==> src/rtl/i2c_evt_pkg.sv <==
package i2c_evt_pkg;
    localparam int NUM_EVT   = 7;
    localparam int CODE_W    = $clog2(NUM_EVT + 1);
    localparam int OFS_MASK  = 'h04;
    localparam int OFS_STAT  = 'h08;
    localparam int OFS_VEC   = 'h28;
    localparam int RXFULL_BIT = 11;
    localparam int BUSY_BIT   = 12;

    typedef enum logic {
        ST_QUIET  = 1'b0,
        ST_RAISED = 1'b1
    } irq_state_e;

    // status-word position of event index idx
    function automatic int stat_pos(input int idx);
        return (idx == NUM_EVT - 1) ? 8 : idx;
    endfunction
endpackage

==> src/rtl/i2c_evt_pending.sv <==
module i2c_evt_pending #(
    parameter int N = 7
) (
    input  logic         clk,
    input  logic         rst_n,
    input  logic [N-1:0] set_i,
    input  logic [N-1:0] clr_i,
    output logic [N-1:0] pend_o,
    output logic [N-1:0] nxt_o
);
    logic [N-1:0] pend_q;

    // a pulse wins over a same-cycle clear
    for (genvar g = 0; g < N; g++) begin : g_bit
        assign nxt_o[g] = set_i[g] | (pend_q[g] & ~clr_i[g]);
    end

    always_ff @(posedge clk or negedge rst_n) begin
        if (!rst_n) pend_q <= '0;
        else        pend_q <= nxt_o;
    end

    assign pend_o = pend_q;
endmodule

==> src/rtl/i2c_evt_prio.sv <==
module i2c_evt_prio #(
    parameter int N      = 7,
    parameter int CODE_W = 3
) (
    input  logic [N-1:0]      req_i,
    output logic [CODE_W-1:0] code_o,
    output logic [N-1:0]      onehot_o
);
    // lowest index wins: scan downward, last hit stays
    always_comb begin
        code_o   = '0;
        onehot_o = '0;
        for (int i = N - 1; i >= 0; i--) begin
            if (req_i[i]) begin
                code_o      = CODE_W'(i + 1);
                onehot_o    = '0;
                onehot_o[i] = 1'b1;
            end
        end
    end
endmodule

==> src/rtl/i2c_event_vector.sv <==
module i2c_event_vector
    import i2c_evt_pkg::*;
#(
    parameter int ADDR_W = 8,
    parameter int DATA_W = 16
) (
    input  logic                 clk,
    input  logic                 rst_n,
    input  logic                 rd_en,
    input  logic                 wr_en,
    input  logic [ADDR_W-1:0]    addr,
    input  logic [DATA_W-1:0]    wdata,
    output logic [DATA_W-1:0]    rdata,
    input  logic [NUM_EVT-1:0]   evt_pulse,
    input  logic                 bus_busy,
    input  logic                 rx_shift_full,
    output logic                 irq
);
    logic sel_mask, sel_stat, sel_vec;
    logic rd_vec, wr_stat, wr_mask;
    logic [NUM_EVT-1:0] mask_q, mask_d;
    logic [NUM_EVT-1:0] pend_q, pend_d;
    logic [NUM_EVT-1:0] w1c, clr, top_oh;
    logic [CODE_W-1:0]  top_code;
    logic [DATA_W-1:0]  stat_word;
    irq_state_e         state_q, state_d;
    logic               unused_wdata;

    assign sel_mask = (addr == ADDR_W'(OFS_MASK));
    assign sel_stat = (addr == ADDR_W'(OFS_STAT));
    assign sel_vec  = (addr == ADDR_W'(OFS_VEC));
    assign rd_vec   = rd_en & sel_vec;
    assign wr_stat  = wr_en & sel_stat;
    assign wr_mask  = wr_en & sel_mask;
    assign unused_wdata = ^wdata;

    for (genvar g = 0; g < NUM_EVT; g++) begin : g_w1c
        assign w1c[g] = wr_stat & wdata[stat_pos(g)];
    end

    assign clr = w1c | (rd_vec ? top_oh : '0);

    i2c_evt_pending #(.N(NUM_EVT)) u_pend (
        .clk    (clk),
        .rst_n  (rst_n),
        .set_i  (evt_pulse),
        .clr_i  (clr),
        .pend_o (pend_q),
        .nxt_o  (pend_d)
    );

    i2c_evt_prio #(.N(NUM_EVT), .CODE_W(CODE_W)) u_prio (
        .req_i    (pend_q & mask_q),
        .code_o   (top_code),
        .onehot_o (top_oh)
    );

    assign mask_d = wr_mask ? wdata[NUM_EVT-1:0] : mask_q;

    always_ff @(posedge clk or negedge rst_n) begin
        if (!rst_n) mask_q <= '0;
        else        mask_q <= mask_d;
    end

    // state register
    always_ff @(posedge clk or negedge rst_n) begin
        if (!rst_n) state_q <= ST_QUIET;
        else        state_q <= state_d;
    end

    // next state: ARM and DRAIN transitions
    always_comb begin
        state_d = state_q;
        unique case (state_q)
            ST_QUIET:  if (|(pend_d & mask_d))  state_d = ST_RAISED;
            ST_RAISED: if (!(|(pend_d & mask_d))) state_d = ST_QUIET;
            default:   state_d = ST_QUIET;
        endcase
    end

    // outputs
    always_comb begin
        irq = (state_q == ST_RAISED);
    end

    always_comb begin
        stat_word = '0;
        for (int i = 0; i < NUM_EVT; i++) stat_word[stat_pos(i)] = pend_q[i];
        stat_word[RXFULL_BIT] = rx_shift_full;
        stat_word[BUSY_BIT]   = bus_busy;
    end

    always_comb begin
        rdata = '0;
        if (rd_en) begin
            if (sel_mask)      rdata = DATA_W'(mask_q);
            else if (sel_stat) rdata = stat_word;
            else if (sel_vec)  rdata = DATA_W'(top_code);
        end
    end
endmodule

==> config.mk <==
export PLATFORM = sky130hd
export DESIGN_NAME = i2c_event_vector
export DESIGN_NICKNAME = d
export VERILOG_FILES = /design/src/rtl/i2c_evt_pkg.sv /design/src/rtl/i2c_evt_pending.sv /design/src/rtl/i2c_evt_prio.sv /design/src/rtl/i2c_event_vector.sv
export SDC_FILE = /design/constraint.sdc
export NUM_CORES = 1
export LEC_CHECK = 0
export BUFFER_PORTS_ARGS = -buffer_cell sky130_fd_sc_hd__buf_2
export CORE_MARGIN = 3
export CORE_UTILIZATION = 45
export DETAILED_ROUTE_END_ITERATION = 6
export PLACE_DENSITY = 0.78
export SLEW_MARGIN = 25
export SYNTH_ARGS = -nofsm -noshare
export SYNTH_HDL_FRONTEND = slang
export SYNTH_HIERARCHICAL = 1
export SYNTH_SLANG_ARGS = --single-unit
==> constraint.sdc <==
create_clock -name clk -period 3.5 [get_ports clk]
set_clock_uncertainty 0.15 [all_clocks]
set_input_delay 0.35 -clock clk [delete_from_list [all_inputs] [get_ports clk]]
set_output_delay 0.35 -clock clk [all_outputs]
set_load 0.05 [all_outputs]
Word level (Yosys, flattened, before mapping)
Index checks and enable logic that the tools add are counted.
- flip-flop bits (word level): 15
- bits in latches: 0
- bits in writable memories: 0
- bits in read-only memories: 0
- bits of input ports: 37
- output and inout bits: 17
- word-level logic and storage cells: 62
- memories kept: 0
- add/sub/neg operators: 0
- multiply operators: 0
- divide/modulo/power cells: 0
- order comparisons: 0
- eq/ne operators: 3
- shifts and indexed selects: 0
- mux-type cells: 21
- bitwise gates (word level): 34
- reductions and logical operators: 1
- operator list (cell ; count):
    $mux W7 ; 9
    $mux W13 ; 3
    $mux W3 ; 8
    $and A1 B1 Y1 ; 17
    $and A7 B7 Y7 ; 2
    $eq A8 B3 Y1 const B ; 1
    $eq A8 B4 Y1 const B ; 1
    $eq A8 B6 Y1 const B ; 1
    $not A1 Y1 ; 7
    $or A1 B1 Y1 ; 7
    $or A7 B7 Y7 ; 1
    $reduce_or A7 Y1 ; 1
    $mux W1 ; 1

Depth between registers and ports, before layout
- depth after elaboration: 16
- depth in mapped cells: 11
- depth with buffers taken out: 10

By module
The synthesis kept the hierarchy.
- modules (own cells, without submodules) (module ; instances ; cells each ; area an instance (µm²) ; seq. area each (µm²)):
    i2c_event_vector ; 1 ; 75 ; 724.4 ; 200.2
    i2c_evt_pending ; 1 ; 21 ; 254.0 ; 175.2
    i2c_evt_prio ; 1 ; 20 ; 131.4 ; 0.0

Worst setup path after synthesis
No wires, ideal clock.
- kind: in2reg
- start: input addr[2]
- end: register state_q (netlist: irq)
- arrival time: 2339 ps
- required time: 3219 ps
- path slack: 880 ps
- cell stages on the path: 11
- buffers on the path: 1
- cells stage by stage: nor4b_1 and3_2 and2_1 clkbuf_1 a22o_1 inv_1 a21o_1 nand2_1 mux2i_1 a221o_1 or3_1
- longest elaborated chain between the ends: 10
- RTL lines (item ; line ; RTL):
    start: declaration ; i2c_event_vector.sv:11 ; input logic [ADDR_W-1:0] addr,
    $eq A8 B4 Y1 / $eq A8 B6 Y1 (equally long branches) ; i2c_event_vector.sv:30, i2c_event_vector.sv:31 ;
    $and A1 B1 Y1 (on tied branches) ; i2c_event_vector.sv:33, i2c_event_vector.sv:32 ;
    $and A1 B1 Y1 / $mux W7 (equally long branches) ; i2c_event_vector.sv:38, i2c_event_vector.sv:41 ;
    $or A7 B7 Y7 * ; i2c_event_vector.sv:41 ; assign clr = w1c | (rd_vec ? top_oh : '0);
    via clr[4] ; i2c_event_vector.sv:23 ; logic [NUM_EVT-1:0] w1c, clr, top_oh;
    $not A1 Y1 * ; i2c_evt_pending.sv:15 ; assign nxt_o[g] = set_i[g] | (pend_q[g] & ~clr_i[g]);
    $and A1 B1 Y1 * ; i2c_evt_pending.sv:15 ;
    $or A1 B1 Y1 * ; i2c_evt_pending.sv:15 ;
    via pend_d[4] ; i2c_event_vector.sv:22 ; logic [NUM_EVT-1:0] pend_q, pend_d;
    $and A7 B7 Y7 * ; i2c_event_vector.sv:75, i2c_event_vector.sv:76 ;
    $reduce_or A7 Y1 * ; i2c_event_vector.sv:75, i2c_event_vector.sv:76 ;
    $mux W1 * ; i2c_event_vector.sv:75, i2c_event_vector.sv:76 ;
    via state_d ; i2c_event_vector.sv:26 ; irq_state_e state_q, state_d;
    end signal: assignment ; i2c_event_vector.sv:68 ; else state_q <= state_d;
    end: declaration ; i2c_event_vector.sv:26 ;
The timed path passes the listed nets; every way through them passes the cells marked *.

Final worst setup path
Ends and elaborated chain as after synthesis.

==> flow_summary.ini <==
[outcome]
status = complete, no violations

[critical_path]
r2r_start = u_pend/pend_o[0]$_DFF_PN0_
critical_path_class = input pin to register
worstReg2RegEnd = irq$_DFF_PN0_
rrSetupSlack_ns = 0.89
worstPathMaxFanout = 7
cp-start-kind = input pin
r2r_cells = 10
cp.required_ns = 3.52
arrival_ns = 2.68
endpoint_kind = register
cp-startpoint = addr[2]
crit_path_end = irq$_DFF_PN0_

[job]
drv_cap = 0

[sta]
maxSlewViolCount = 0
period_share_pct = 75.96
timing.fmax_ghz = 0.3761
hold_violations = 0
finalCriticalPeriod_ns = 2.659
setup_viol = 0
tns_ns = 0
rsz0062_at_grt = no
holdWs_ns = 0.1107

[power]
intPower_uw = 258.0
power_switching_uw = 117.4
power.density_nw_per_um2 = 283.3
peakVddDrop_mv = 0.2915
combPwrFrac_pct = 25.0
clkPwrFrac_pct = 26.2
p_seq_share_pct = 48.8
power_leakage_uw = 0.0006329
switching_share_pct = 31.27

[floorplanning]
initial_core_util_pct = 48.76
io_pins = 54
die_h_microns = 55.66
die-area_sq_um = 3098
fp.dieW_microns = 55.66
core-area_sq_um = 2276
rows = 17

[cts]
cts_setup_buffers = 0
clock_sinks = 15
cts-root-buf = clkbuf_4
cts_tree = built
cts_resized = 0
cts_buffers = 3
cts_buffer_depth = 2
holdBufCountCts = 1
clk_latency_ns = 0.29
h-tree-depth = 1
clk_pin_slew_ns = 0.09

[logic_synthesis]
ys_seq_area_share_pct = 33.82
yosys.area_share.xor_xnor_pct = 0
synthAdderAreaFrac_pct = 0
synth_compound_area_share_pct = 21.31
synth-seq-cells = 15
syn_area_sq_um = 1110
syn_area_per_cell_sq_um = 9.567
synth_mux_area_share_pct = 8.343
ys_types = 32
yosys.area_share.simple_pct = 26.72
synth_edf_count = 0
ys_warn_count = 6
synth-main-ff-cell = dfrtp_1
synth_top_family_by_area = simple AND/OR/NAND/NOR gates
synthCells = 116
async_reset_ff_share_pct = 100.0

[routing]
drc_errors = 0
post_drt_wl_per_cell_microns = 13.67
routed_wl_microns = 2474
ant_nets = 0
dr.first_iter.drc_count = 32
vias = 994
vias_per_cell = 5.492
drt_pass1_iterations = 4

[place]
placed_area_sq_um = 1287
gp_congestion = 0.8306
numPortBuffers = 39
dp_hpwl_microns = 1965

[grt]
grt_antenna_before_repair = 0
grt_max_degree = 16
grt_overflow = 0
track_usage_pct = 16.07
grt_pass1_vias = 950
grt_pass1_wl_microns = 4029

[layout]
fin_nets = 191
layout-drive-gt1-share_pct = 39.22
syn2layout_area_growth_pct = 19.39
final_cell_mix = buf_2, dfrtp_1, a22o_1, inv_1, and2_1
final_cell_area_sq_um = 1325
antenna_cells = 0
final_common_cell = buf_2
fillCellCount = 206

[worst_hold_path]
hold_path_startpoint = evt_pulse[0]
hold_class = input pin to register
==> final cells by class <==
class / count / area, sq um / share of cell area, %
Timing Repair Buffer: 40 / 205.2 / 15.49
Clock buffer: 3 / 22.52 / 1.700
Clock inverter: 1 / 5.005 / 0.3777
Sequential cell: 15 / 375.4 / 28.33
Inverter: 9 / 33.78 / 2.550
Tap cell: 28 / 35.03 / 2.644
Multi-Input combinational cell: 85 / 648.1 / 48.91
==> how the worst min path moves through the flow <==
stage	slack [ns]	end	depth (start not counted)
2_1_floorplan	-0.1	irq$_DFF_PN0_	0
3_3_place_gp	0.11	u_pend/pend_o[5]$_DFF_PN0_	1
3_5_place_dp	0.12	u_pend/pend_o[1]$_DFF_PN0_	1
4_1_cts	0.10	u_pend/pend_o[5]$_DFF_PN0_	2
5_1_grt	0.11	u_pend/pend_o[5]$_DFF_PN0_	2
6_report	0.11	u_pend/pend_o[0]$_DFF_PN0_	2
==> power groups by stage <==
stage / Clock, uW / Sequential [uW] / Combinational [uW]
3_5_place_dp: 0 / 187 / 93.3
4_1_cts: 101 / 183 / 94.4
2_1_floorplan: 0 / 197 / 57.1
6_report: 98.4 / 183 / 93.9
3_3_place_gp: 0 / 186 / 92.2
5_1_grt: 106 / 184 / 101
==> layer usage <==
metal	routed length, microns	vias up	part of all wire (%)	GRT usage [%]
met4	36	0	1.5	6.250
met1	1021	462	41	19.34
met3	210	5	8.5	2.320
met2	1206	43	49	28.55
met5	0	-	0	0
li1	-	484	-	-
==> cell usage after synthesis, types with 2 or more instances <==
cell,count,area [sq um]
and3_1,5,31.28
a22oi_1,3,22.52
dfrtp_1,15,375.4
a22o_1,9,78.83
and2_1,8,50.05
mux2_2,6,67.56
clkbuf_1,5,18.77
nor4b_1,2,17.52
a21oi_1,3,15.01
buf_4,7,52.55
a222oi_1,3,30.03
nand2_1,2,7.510
a21o_1,7,52.55
nor2_1,6,22.52
inv_1,9,33.78
and2_2,2,15.01
and3_2,3,22.52
nor2b_1,7,43.79
==> registers in the layout (all words and copies together) (netlist names) <==
register       count
mask_q             7
u_pend/pend_o      7
irq                1
==> cell families after synthesis <==
group                  Yosys count
AOI/OAI and AO/OA               29
DFF                             15
and+or+nand+nor                 42
other                            1
muxes                            8
buffers and inverters           21
==> critical path: stages <==
cell and delay (ns):
buf_2 0.10, nor4b_1 0.44, and3_2 0.31, and2_1 0.30, a22o_1 0.19, inv_1 0.04
a21o_1 0.19, nand2_1 0.08, mux2i_1 0.07, a221o_1 0.26, or3_1 0.37
==> stage by stage <==
stage / utilization (%) / setup slack [ns] / total power [uW] / instances
2_1_floorplan: - / 0.8797 / 253.7 / 121
3_3_place_gp: 56.57 / 0.5685 / 278.6 / 176
3_5_place_dp: 56.57 / 0.5066 / 279.9 / 176
4_1_cts: 58.22 / 0.8155 / 378.9 / 181
5_1_grt: 58.22 / 0.6132 / 391.6 / 181
6_report: 58.22 / 0.8414 / 375.4 / 181
Note: power is estimated with default switching activity, not from simulation.
